### src/rtl/pcrel_pkg.sv
package pcrel_pkg;

    typedef enum logic [2:0] {
        OP_UPPER,
        OP_UPPER_ALN,
        OP_LOAD_D,
        OP_LOAD_W,
        OP_LOAD_WU,
        OP_ADD_OFS,
        OP_BAD
    } pcrel_op_t;

    localparam int IMM_W = 21;

    // Prefix codes: their bit positions are decoded by the rest of the unit.
    localparam logic [4:0] PFX5_UPPER     = 5'b11110;
    localparam logic [4:0] PFX5_UPPER_ALN = 5'b11111;
    localparam logic [2:0] PFX3_LOAD_D    = 3'b110;
    localparam logic [1:0] PFX2_ADD_OFS   = 2'b00;
    localparam logic [1:0] PFX2_LOAD_W    = 2'b01;
    localparam logic [1:0] PFX2_LOAD_WU   = 2'b10;

endpackage

### src/rtl/pcrel_decode.sv
module pcrel_decode
    import pcrel_pkg::*;
(
    input  logic [IMM_W-1:0] imm,
    output pcrel_op_t        op
);
    localparam int TOP = IMM_W - 1;

    logic [4:0] pfx5;
    logic [2:0] pfx3;
    logic [1:0] pfx2;

    assign pfx5 = imm[TOP -: 5];
    assign pfx3 = imm[TOP -: 3];
    assign pfx2 = imm[TOP -: 2];

    // Longest prefix first, shorter ones only when the longer fail.
    always_comb begin
        op = OP_BAD;
        if (pfx5 == PFX5_UPPER) begin
            op = OP_UPPER;
        end else if (pfx5 == PFX5_UPPER_ALN) begin
            op = OP_UPPER_ALN;
        end else if (pfx3 == PFX3_LOAD_D) begin
            op = OP_LOAD_D;
        end else begin
            unique case (pfx2)
                PFX2_ADD_OFS: op = OP_ADD_OFS;
                PFX2_LOAD_W:  op = OP_LOAD_W;
                PFX2_LOAD_WU: op = OP_LOAD_WU;
                default:      op = OP_BAD;
            endcase
        end
    end
endmodule

### src/rtl/pcrel_calc.sv
module pcrel_calc
    import pcrel_pkg::*;
#(
    parameter int PC_W = 64
) (
    input  pcrel_op_t        op,
    input  logic [PC_W-1:0]  pc,
    input  logic [IMM_W-1:0] imm,
    output logic [PC_W-1:0]  result,
    output logic [PC_W-1:0]  ld_addr
);
    localparam int U_W  = 16;
    localparam int U_SH = 16;
    localparam int D_W  = 18;
    localparam int D_SH = 3;
    localparam int W_W  = 19;
    localparam int W_SH = 2;

    logic [PC_W-1:0] ofs_upper;
    logic [PC_W-1:0] ofs_dword;
    logic [PC_W-1:0] ofs_word;
    logic [PC_W-1:0] sum_upper;
    logic [PC_W-1:0] sum_word;
    logic [PC_W-1:0] pc_d_base;

    assign ofs_upper = {{(PC_W-U_W){imm[U_W-1]}}, imm[U_W-1:0]} << U_SH;
    assign ofs_dword = {{(PC_W-D_W){imm[D_W-1]}}, imm[D_W-1:0]} << D_SH;
    assign ofs_word  = {{(PC_W-W_W){imm[W_W-1]}}, imm[W_W-1:0]} << W_SH;

    assign sum_upper = pc + ofs_upper;
    assign sum_word  = pc + ofs_word;
    assign pc_d_base = {pc[PC_W-1:D_SH], {D_SH{1'b0}}};

    always_comb begin
        result  = '0;
        ld_addr = '0;
        unique case (op)
            OP_UPPER:     result  = sum_upper;
            OP_UPPER_ALN: result  = {sum_upper[PC_W-1:U_SH], {U_SH{1'b0}}};
            OP_ADD_OFS:   result  = sum_word;
            OP_LOAD_D:    ld_addr = pc_d_base + ofs_dword;
            OP_LOAD_W,
            OP_LOAD_WU:   ld_addr = sum_word;
            default: ;
        endcase
    end

    always_comb begin
        if (op == OP_UPPER_ALN) begin
            assert (result[U_SH-1:0] == '0 && result[PC_W-1:U_SH] == sum_upper[PC_W-1:U_SH]);
        end
        if (op == OP_LOAD_D) begin
            assert (ld_addr[D_SH-1:0] == '0);
        end
    end
endmodule

### src/rtl/pcrel_agen.sv
module pcrel_agen
    import pcrel_pkg::*;
#(
    parameter int PC_W  = 64,
    parameter int REG_W = 5
) (
    input  logic             clk,
    input  logic             rst_n,
    input  logic             in_valid,
    input  logic [PC_W-1:0]  in_pc,
    input  logic [IMM_W-1:0] in_imm,
    input  logic [REG_W-1:0] in_dst,
    output logic             out_valid,
    output logic             out_wr,
    output logic [PC_W-1:0]  out_result,
    output logic [REG_W-1:0] out_dst,
    output logic             out_ld,
    output logic [PC_W-1:0]  out_ld_addr,
    output logic             out_ld_dword,
    output logic             out_ld_signed,
    output logic             out_illegal
);
    typedef struct packed {
        logic             vld;
        logic             wr;
        logic             ld;
        logic             dword;
        logic             sgn;
        logic             ill;
        logic [REG_W-1:0] dst;
        logic [PC_W-1:0]  res;
        logic [PC_W-1:0]  addr;
    } stage_t;

    pcrel_op_t       op;
    logic [PC_W-1:0] calc_res;
    logic [PC_W-1:0] calc_addr;
    stage_t          st_d, st_q;

    pcrel_decode i_dec (
        .imm (in_imm),
        .op  (op)
    );

    pcrel_calc #(.PC_W(PC_W)) i_calc (
        .op      (op),
        .pc      (in_pc),
        .imm     (in_imm),
        .result  (calc_res),
        .ld_addr (calc_addr)
    );

    always_comb begin
        st_d       = '0;
        st_d.vld   = in_valid;
        st_d.dst   = in_dst;
        if (in_valid) begin
            st_d.wr    = (op == OP_UPPER) || (op == OP_UPPER_ALN) || (op == OP_ADD_OFS);
            st_d.ld    = (op == OP_LOAD_D) || (op == OP_LOAD_W) || (op == OP_LOAD_WU);
            st_d.ill   = (op == OP_BAD);
            st_d.dword = (op == OP_LOAD_D);
            st_d.sgn   = (op == OP_LOAD_W);
            st_d.res   = calc_res;
            st_d.addr  = calc_addr;
        end
    end

    always_ff @(posedge clk or negedge rst_n) begin
        if (!rst_n) begin
            st_q <= '0;
        end else begin
            st_q <= st_d;
        end
    end

    assign out_valid     = st_q.vld;
    assign out_wr        = st_q.wr;
    assign out_result    = st_q.res;
    assign out_dst       = st_q.dst;
    assign out_ld        = st_q.ld;
    assign out_ld_addr   = st_q.addr;
    assign out_ld_dword  = st_q.dword;
    assign out_ld_signed = st_q.sgn;
    assign out_illegal   = st_q.ill;

    AST_ONE_ACTION: assert property (@(posedge clk) disable iff (!rst_n)
        out_valid |-> $countones({out_wr, out_ld, out_illegal}) == 1);

    AST_IDLE_NEXT: assert property (@(posedge clk) disable iff (!rst_n)
        !in_valid |=> !out_valid && !out_wr && !out_ld);

    AST_DST_FOLLOWS: assert property (@(posedge clk) disable iff (!rst_n)
        in_valid |=> out_dst == $past(in_dst));

    AST_BAD_PREFIX: assert property (@(posedge clk) disable iff (!rst_n)
        in_valid && in_imm[IMM_W-1 -: 4] == 4'b1110 |=> out_illegal && !out_ld && !out_wr);

    AST_DWORD_ALIGN: assert property (@(posedge clk) disable iff (!rst_n)
        out_ld && out_ld_dword |-> out_ld_addr[2:0] == 3'b000);
endmodule

### config.mk
export PLATFORM = sky130hd
export DESIGN_NAME = pcrel_agen
export DESIGN_NICKNAME = d
export VERILOG_FILES = /design/src/rtl/pcrel_pkg.sv /design/src/rtl/pcrel_decode.sv /design/src/rtl/pcrel_calc.sv /design/src/rtl/pcrel_agen.sv
export SDC_FILE = /design/constraint.sdc
export NUM_CORES = 1
export LEC_CHECK = 0
export ABC_AREA = 1
export BUFFER_PORTS_ARGS = -buffer_cell sky130_fd_sc_hd__buf_4
export CAP_MARGIN = 20
export CORE_MARGIN = 5
export CORE_UTILIZATION = 56
export CTS_BUF_LIST = sky130_fd_sc_hd__clkbuf_4 sky130_fd_sc_hd__clkbuf_8 sky130_fd_sc_hd__clkbuf_16
export CTS_CLUSTER_SIZE = 25
export DETAILED_ROUTE_END_ITERATION = 10
export PLACE_DENSITY_LB_ADDON = 0.12
export SYNTH_ARGS = -nofsm -noshare
export SYNTH_HDL_FRONTEND = slang
export SYNTH_HIERARCHICAL = 1
export SYNTH_SLANG_ARGS = --single-unit
### constraint.sdc
create_clock -name clk -period 0.8 [get_ports clk]
set_input_delay 0.04 -clock clk [delete_from_list [all_inputs] [get_ports clk]]
set_output_delay 0.04 -clock clk [all_outputs]
set_load 0.02 [all_outputs]
==> summary.md, run 1 <==
| Metric | Value |
|---|---|
| Cells after DPL | `4,912` |
| Post-synth cell types | `44` |
| First-pass GRT wire length | `276,200 um` |
| Cts bufs inserted | `17` |
| H-tree depth | `4` |
| Area contributors post-synth | `nand2_1, dfrtp_1, inv_1` |
| GRT Total Usage | `0.8764` |
| Dpl hpwl | `81,400 um` |
| Outcome | `did not finish` |
| Largest net degree at the start of global routing | `41` |
| Vias in the first global route | `42.58k` |
| Synth warn | `6` |
| Top-area cell type share of the netlist area | `0.2685` |
| Syn Std Cell Area | `20,200 sq um` |
| FP Rows | `69` |
| Grt total ovfl | `931` |
| RePlAce Congestion | `1.114` |
| Synth Area per Inst | `5.446 sq um` |
| Bufs on Longest Clock Path | `2` |
| Placed inst area | `29,160 sq um` |
| Cells after synthesis | `3,709` |
| Root Buffer | `clkbuf_16` |
| Initial core utilization | `0.5679` |
| Die X-Extent | `199.9 um` |
| Main synth FF type | `dfrtp_1` |
| Last stage | `global routing` |
| Clock sink total | `139` |
| Number of flops mapped to enable cells by yosys | `0` |
| Synth area leader | `nand2_1` |
| IO Pins | `232` |
| Port Buf Inserts | `231` |
| Seq cells post-synth | `139` |
| Die Y | `199.9 um` |
| Mapped Nets | `3,973` |
| Sequential cell area fraction in the yosys report | `0.1722` |
| Tool error | `[ERROR GRT-0116] Global routing finished with congestion. Check the congestion regions in the DRC Viewer.` |
| Async set-or-reset flop fraction in the synthesized netlist | `1.000` |
-- per-layer routing --
| metal | GRT overflow | track usage |
|---|---|---|
| met1 | 25 | 0.8281 |
| met2 | 637 | 1.043 |
| met3 | 18 | 0.7509 |
| met4 | 247 | 0.9215 |
| met5 | 4 | 0.5221 |
-- per-stage QoR --
step	hold slack, ps	utilization	setup WS, ps
CTS	8.362	0.9727	-943.9
detailed placement	-72.73	0.8197	-1571
global placement	-71.27	0.8197	-1464
floorplan	-255.6	-	-917.5
-- synthesized netlist by cell type, types with 24 or more instances --
cell type     n
a21oi_1     199
nand3b_1     33
nor2_1      278
ha_1        168
nand3_1     253
nor3_1       24
inv_1       778
o21bai_1     25
dfrtp_1     139
o21ai_0     125
nand4_1      30
xnor2_1      33
nand2_1    1445
-- repair_timing --
item | 4_1_cts
hold buffers | 21
pin swaps | 319
gates resized for setup | 924
cloned | 16
setup endpoints to repair | 272
hold endpoints to repair | 161
buffers inserted | 71
-- logic make-up after synthesis --
group                    Yosys count  share of synthesized area
adder cells (fa/ha/maj)          171                     0.1070
AO/OA/AOI/OAI                    396                     0.1049
buffers and inverters            818                     0.1565
flip-flops                       139                     0.1722
XOR/XNOR                          50                    0.02205
AND/OR/NAND/NOR                 2135                     0.4373
==> run 2: changes to the inputs <==
- CORE_UTILIZATION: 56 -> 40
- CTS_BUF_LIST: sky130_fd_sc_hd__clkbuf_4 sky130_fd_sc_hd__clkbuf_8 sky130_fd_sc_hd__clkbuf_16 -> unset
- CTS_CLUSTER_SIZE: 25 -> unset
- PLACE_DENSITY_LB_ADDON: 0.12 -> 0.15
==> summary.md, run 2 <==
| Metric | Value |
|---|---|
| CP Launch Point | `in_imm[1]` |
| Adder-Cell Fraction of Synth Area | `0.1070` |
| Routed wl met2 | `50,600 um` |
| Finish-stage setup viols | `268` |
| DRT met1 WL | `43,920 um` |
| Fraction of layout cells with a size suffix above 1 | `0.4741` |
| Fmax | `0.5568 GHz` |
| Syn Std Cell Area | `20,200 sq um` |
| Synth area leader | `nand2_1` |
| Static leakage | `20.41 nW` |
| Vias in the first global route | `27.44k` |
| Initial core utilization | `0.4034` |
| RSZ-0062 raised after global routing | `yes` |
| Largest net degree at the start of global routing | `46` |
| Async set-or-reset flop fraction in the synthesized netlist | `1.000` |
| Commonest non-fill, non-tap cell in the layout | `nand2_1` |
| Vias after detailed routing | `28.19k` |
| Post-synth cell types | `44` |
| Layout fillers | `3,805` |
| Dpl hpwl | `84,940 um` |
| Full die area | `55,090 sq um` |
| DR WL met3 | `10,060 um` |
| Post-Synth Simple-Gate Area | `0.4373` |
| Max-slew headroom | `0.5666` |
| Mux share of post-synthesis cell area | `0` |
| Final Cell Area | `37,850 sq um` |
| Fin worst setup slack | `-995.9 ps` |
| Hold Fails Final Rpt | `0` |
| Failing checks | `negative setup slack` |
| Synth warn | `6` |
| Number of flops mapped to enable cells by yosys | `0` |
| Initial DRT Pass Iterations | `7` |
| Worst Setup End Kind | `register` |
| Routed len/inst | `20.74 um` |
| Area delta synth->final | `87.39%` |
| Commonest cells after routing, fill and taps aside | `nand2_1, inv_1, buf_4` |
| Grt total ovfl | `0` |
| Critical path arrival | `2190 ps` |
| Top-count cell post-synth | `nand2_1` |
| Worst setup SP type | `input pin` |
| Cells after DPL | `5,187` |
| Tmin final | `1796 ps` |
| DRC violations left | `0` |
| RePlAce Congestion | `1.066` |
| Outcome | `finished with violations` |
| Area contributors post-synth | `nand2_1, dfrtp_1, inv_1` |
| Post-Route WL | `111,000 um` |
| H-tree depth | `4` |
| Die X-Extent | `234.7 um` |
| Synth Area in XOR/XNOR | `0.02205` |
| Bufs on Longest Clock Path | `2` |
| Worst-margin pin slew | `650.1 ps` |
| Placed inst area | `30,050 sq um` |
| MaxCap Viol Count | `0` |
| Root Buffer | `clkbuf_16` |
| CTS tree | `built` |
| Critical path required time | `1190 ps` |
| Routed Antenna Nets | `0` |
| Layout Nets | `4,931` |
| IO Pins | `232` |
| Main synth FF type | `dfrtp_1` |
| First-pass GRT wire length | `157,800 um` |
| Seq cells post-synth | `139` |
| Top-area cell type share of the netlist area | `0.2685` |
| Cts bufs inserted | `17` |
| Initial drt markers | `2,259` |
| Port Buf Inserts | `231` |
| GRT Total Usage | `0.3718` |
| Synth Area in Compound Gates | `0.1049` |
| Crit share post-route | `2.245` |
| Initial antenna violation count | `0` |
| Non-Filler Instances | `5,352` |
| Max Slew Vio Count | `0` |
| Sequential cell area fraction in the yosys report | `0.1722` |
| Vias/cell | `5.268` |
| Die Y | `234.7 um` |
| Hold Startpoint | `in_valid` |
| Crit path max fanout | `4` |
| Mapped Nets | `3,973` |
| Synth Area per Inst | `5.446 sq um` |
| Critical path class | `input pin to register` |
| Highest layer used for signal routing | `met5` |
| CTS clock-pin slew for the worst setup and hold paths | `70 ps` |
| Largest family of logic cells by synthesized area | `simple AND/OR/NAND/NOR gates` |
| FP Rows | `82` |
| Power Density | `1205 nW/um^2` |
| Cells after synthesis | `3,709` |
| Max IR drop VDD | `1794 uV` |
| Hold Crit Class | `input pin to register` |
| # diodes | `0` |
| CORE AREA | `50,070 sq um` |
| Clock sink total | `139` |
| Synth cell count leaders | `nand2_1, inv_1, nor2_1` |
## run 2: cell counts after synthesis
Identical to the previous run, type by type.
## run 2: cells by family (layout without fill, tap and decap cells)
logic type,after synthesis,count (layout)
AND/OR/NAND/NOR,2135,2135
flip-flops,139,139
buffers and inverters,818,1789
adder cells (fa/ha/maj),171,171
AO/OA/AOI/OAI,396,396
XOR/XNOR,50,50
## run 2: power breakdown
group	internal [mW]	switching, mW
registers	7.54	0.300
clock network	4.46	4.11
logic	12.9	16.3
total	24.9	20.7
## run 2: worst max-delay path, stage by stage
cell and delay [ps]:
buf_4 150, inv_2 60, fa_2 390, nand3b_1 250, nand2_2 150, nand3_2 80
nand3b_1 190, nand2_1 150, nand2_4 160, nand3_2 90, nand2_1 70, nand2_1 70
nand3_1 150, nand2_1 90, nand2_1 70, inv_1 50
## run 2: cell type report
type                            instances  area [sq um]  share of cell area
Sequential cell                       139          3478             0.09189
Timing Repair inverter                  1         16.27           0.0004297
Multi-Input combinational cell       2752         20700              0.5468
Clock inverter                         14         146.4            0.003868
Inverter                              780          2972             0.07851
Clock buffer                           18         439.2             0.01160
Timing Repair Buffer                  976          9261              0.2447
Tap cell                              672         840.8             0.02221
## run 2: repair_timing
item | CTS | global route
resized for setup | 990 | 522
buffers inserted | 66 | 51
hold buffers | 20 | 0
setup endpoints to repair | 272 | 273
pin swaps | 328 | 322
cloned | 11 | 2
endpoints found under the hold margin | 166 | 0
## run 2: per-layer routing
metal | GRT usage | up-vias
li1 | - | 13370
met1 | 0.4754 | 13220
met2 | 0.5992 | 1251
met3 | 0.08114 | 352
met4 | 0.1757 | 2
met5 | 0 | -
## run 2: worst paths after layout
| path | end | cells after the start | slack [ps] |
|---|---|---|---|
| setup / recovery | out_ld_addr[62] | 16 | -1000 |
| hold / removal | out_ld_addr[9] | 4 | 10 |
| max in group asynchronous | out_ld_addr[49] | 4 | 320 |
| min in group asynchronous | out_result[11] | 3 | 30 |
## run 2: through the flow
stage / power, mW / setup TNS (ps) / utilization / setup slack (ps) / hold slack, ps
floorplan: 19.03 / -84390 / - / -917.5 / -255.6
global placement: 29.43 / -172880 / 0.6002 / -1627 / -24.74
detailed placement: 29.57 / -174500 / 0.6002 / -1648 / -24.85
CTS: 42.33 / -126620 / 0.7103 / -842.6 / 2.799
global route: 47.58 / -145590 / 0.7560 / -1052 / 4.825
finish: 45.59 / -134570 / 0.7560 / -995.9 / 14.40
No activity file was read; power rests on OpenSTA's default activity.
==> run 3: changes to the inputs <==
- ABC_AREA: 1 -> 0
==> summary.md, run 3 <==
| Metric | Value |
|---|---|
| Full die area | `41,860 sq um` |
| Worst setup SP type | `input pin` |
| Initial core utilization | `0.4040` |
| Tmin final | `2893 ps` |
| Cells after DPL | `3,221` |
| Mux share of post-synthesis cell area | `0.001404` |
| Hold Fails Final Rpt | `0` |
| Sw Ratio | `0.3828` |
| Async set-or-reset flop fraction in the synthesized netlist | `1.000` |
| Initial drt markers | `1,291` |
| Vias in the first global route | `19.13k` |
| Commonest non-fill, non-tap cell in the layout | `buf_4` |
| Synth cell count leaders | `nand2_1, a21oi_1, ha_1` |
| CTS tree | `built` |
| Grt total ovfl | `0` |
| CTS clock-pin slew for the worst setup and hold paths | `70 ps` |
| Bufs on Longest Clock Path | `2` |
| Outcome | `finished with violations` |
| Area contributors post-synth | `dfrtp_1, ha_1, and2_1` |
| Sequential cell area fraction in the yosys report | `0.2296` |
| Synth warn | `6` |
| Failing checks | `negative setup slack` |
| GRT Total Usage | `0.3327` |
| Crit path max fanout | `3` |
| Dpl hpwl | `54,340 um` |
| Vias/cell | `5.574` |
| Root Buffer | `clkbuf_16` |
| Place WS | `-2663 ps` |
| Top-area cell type share of the netlist area | `0.2296` |
| Die X-Extent | `204.6 um` |
| Power share of the clock group | `0.219` |
| Syn Std Cell Area | `15,150 sq um` |
| Worst-margin pin slew | `511.8 ps` |
| DRC violations left | `0` |
| Multi-input logic area | `14,010 sq um` |
| Critical path class | `input pin to register` |
| Fraction of layout cells with a size suffix above 1 | `0.5107` |
| Synth Area per Inst | `8.117 sq um` |
| H-tree depth | `4` |
| Int Pwr | `24.07 mW` |
| Area delta synth->final | `86.19%` |
| Commonest cells after routing, fill and taps aside | `buf_4, buf_6, nand2_1` |
| FP Rows | `71` |
| Synth Area in Compound Gates | `0.2951` |
| Fin worst setup slack | `-2093 ps` |
| NetSw | `14.92 mW` |
| Seq cells post-synth | `139` |
| Port Buf Inserts | `231` |
| Largest family of logic cells by synthesized area | `compound AO/OA/AOI/OAI gates` |
| RePlAce Congestion | `1.040` |
| Crit share post-route | `3.616` |
| Largest net degree at the start of global routing | `48` |
| Mapped Nets | `2,130` |
| Die Y | `204.6 um` |
| Critical path required time | `1140 ps` |
| Number of flops mapped to enable cells by yosys | `0` |
| # diodes | `0` |
| Worst Setup End Kind | `register` |
| Synth area leader | `dfrtp_1` |
| Non-Filler Instances | `3,368` |
| Finish-stage setup viols | `272` |
| Static leakage | `13.54 nW` |
| Clock sink total | `139` |
| Routed Antenna Nets | `0` |
| Initial antenna violation count | `1` |
| Post-synth cell types | `87` |
| Synth Area in XOR/XNOR | `0.09301` |
| Cells after synthesis | `1,866` |
| CORE AREA | `37,490 sq um` |
| Max IR drop VDD | `1710 uV` |
| Sequential share of power | `0.200` |
| Vias after detailed routing | `18.77k` |
| Critical path arrival | `3240 ps` |
| CP Launch Point | `in_imm[0]` |
| Gate power share | `0.581` |
| Adder-Cell Fraction of Synth Area | `0.1427` |
| Layout Nets | `3,109` |
| Post-Route WL | `72,980 um` |
| Power Density | `1382 nW/um^2` |
| Max Slew Vio Count | `0` |
| Layout fillers | `2,709` |
| Routed len/inst | `21.67 um` |
| Fmax | `0.3457 GHz` |
| Top-count cell post-synth | `nand2_1` |
| Hold Crit Class | `input pin to async pin` |
| Max-slew headroom | `0.6500` |
| MaxCap Viol Count | `0` |
| Cts bufs inserted | `17` |
| IO Pins | `232` |
| Main synth FF type | `dfrtp_1` |
| RSZ-0062 raised after global routing | `yes` |
| Initial DRT Pass Iterations | `5` |
| Storage cell area | `3480 sq um` |
| Post-Synth Simple-Gate Area | `0.2003` |
| First-pass GRT wire length | `108,800 um` |
## run 3: changes by cell type in the layout (fill, tap and decap cells not counted), sizes merged, moves of 50 or more
cell | before | now
a21o | 5 | 111
inv | 788 | 41
xnor2 | 33 | 93
buf | 955 | 1019
and2 | 6 | 147
nand2 | 1461 | 184
nand3 | 263 | 36
nor2 | 291 | 72
xor2 | 17 | 67
## run 3: layer usage
layer  track usage  vias up  share of wire
met1        0.4561     9079           0.44
met4        0.1182        2          0.038
li1              -     8793              -
met3       0.04812      164          0.066
met5             0        -       0.000096
met2        0.5375      734           0.46
## run 3: worst max-delay path, stage by stage
cell and delay, ps:
buf_8 90, ha_4 140, inv_2 40, fa_2 360, nand2b_4 170, a21oi_4 180, o211ai_1 130, a2111o_1 490
a2111oi_4 370, o21ai_1 130, and3b_2 250, o21ai_2 120, a221oi_2 90, xnor2_2 170, a221o_1 330, and2_1 130
## run 3: worst paths after layout
path                                    to  slack (ps)
max                        out_ld_addr[62]       -2090
min                         out_result[11]           2
max in group asynchronous  out_ld_addr[50]         310
min in group clk            out_result[14]          20
## run 3: logic make-up (layout without fill, tap and decap cells)
logic type | count (synthesis) | after routing
DFF | 139 | 139
xor gates and xnor gates | 160 | 160
AOI/OAI and AO/OA | 688 | 688
adders and majority gates | 171 | 171
muxes | 2 | 2
buffers and inverters | 118 | 1109
and+or+nand+nor | 588 | 588
## run 3: repair_timing
action	in CTS	in global routing
gates cloned	6	0
resized for setup	546	202
endpoints found under the hold margin	164	7
setup endpoints to repair	272	273
setup buffers	102	38
pin swaps	256	190
hold buffers	18	2
## run 3: area by class of cell
class | instances | area share
well taps | 511 | 0.02267
repair buffers | 1040 | 0.3302
inverters | 38 | 0.005058
multi-input cells | 1609 | 0.4969
clock buffers | 19 | 0.01606
clock inverters | 12 | 0.005812
flip-flops and latches | 139 | 0.1234
## run 3: power groups by stage
stage / clock, mW / sequential, mW / combinational (mW)
floorplan: 0 / 8.38 / 8.27
global placement: 0 / 7.80 / 17.6
detailed placement: 0 / 7.80 / 17.7
CTS: 8.69 / 7.77 / 20.9
global route: 8.99 / 7.82 / 24.0
finish: 8.56 / 7.78 / 22.6
## run 3: per-stage QoR
stage | setup TNS [ps] | hold WS (ps) | power, mW | cell area [sq um] | utilization
3_5_place_dp | -260340 | -98.36 | 25.53 | 23070 | 0.6154
4_1_cts | -210380 | -16.17 | 37.34 | 27170 | 0.7248
2_1_floorplan | -168960 | -255.6 | 16.65 | 15640 | -
3_3_place_gp | -257840 | -100.6 | 25.38 | 23070 | 0.6154
6_report | -218470 | 1.738 | 38.99 | 28200 | 0.7523
5_1_grt | -230700 | 0.02170 | 40.76 | 28200 | 0.7523
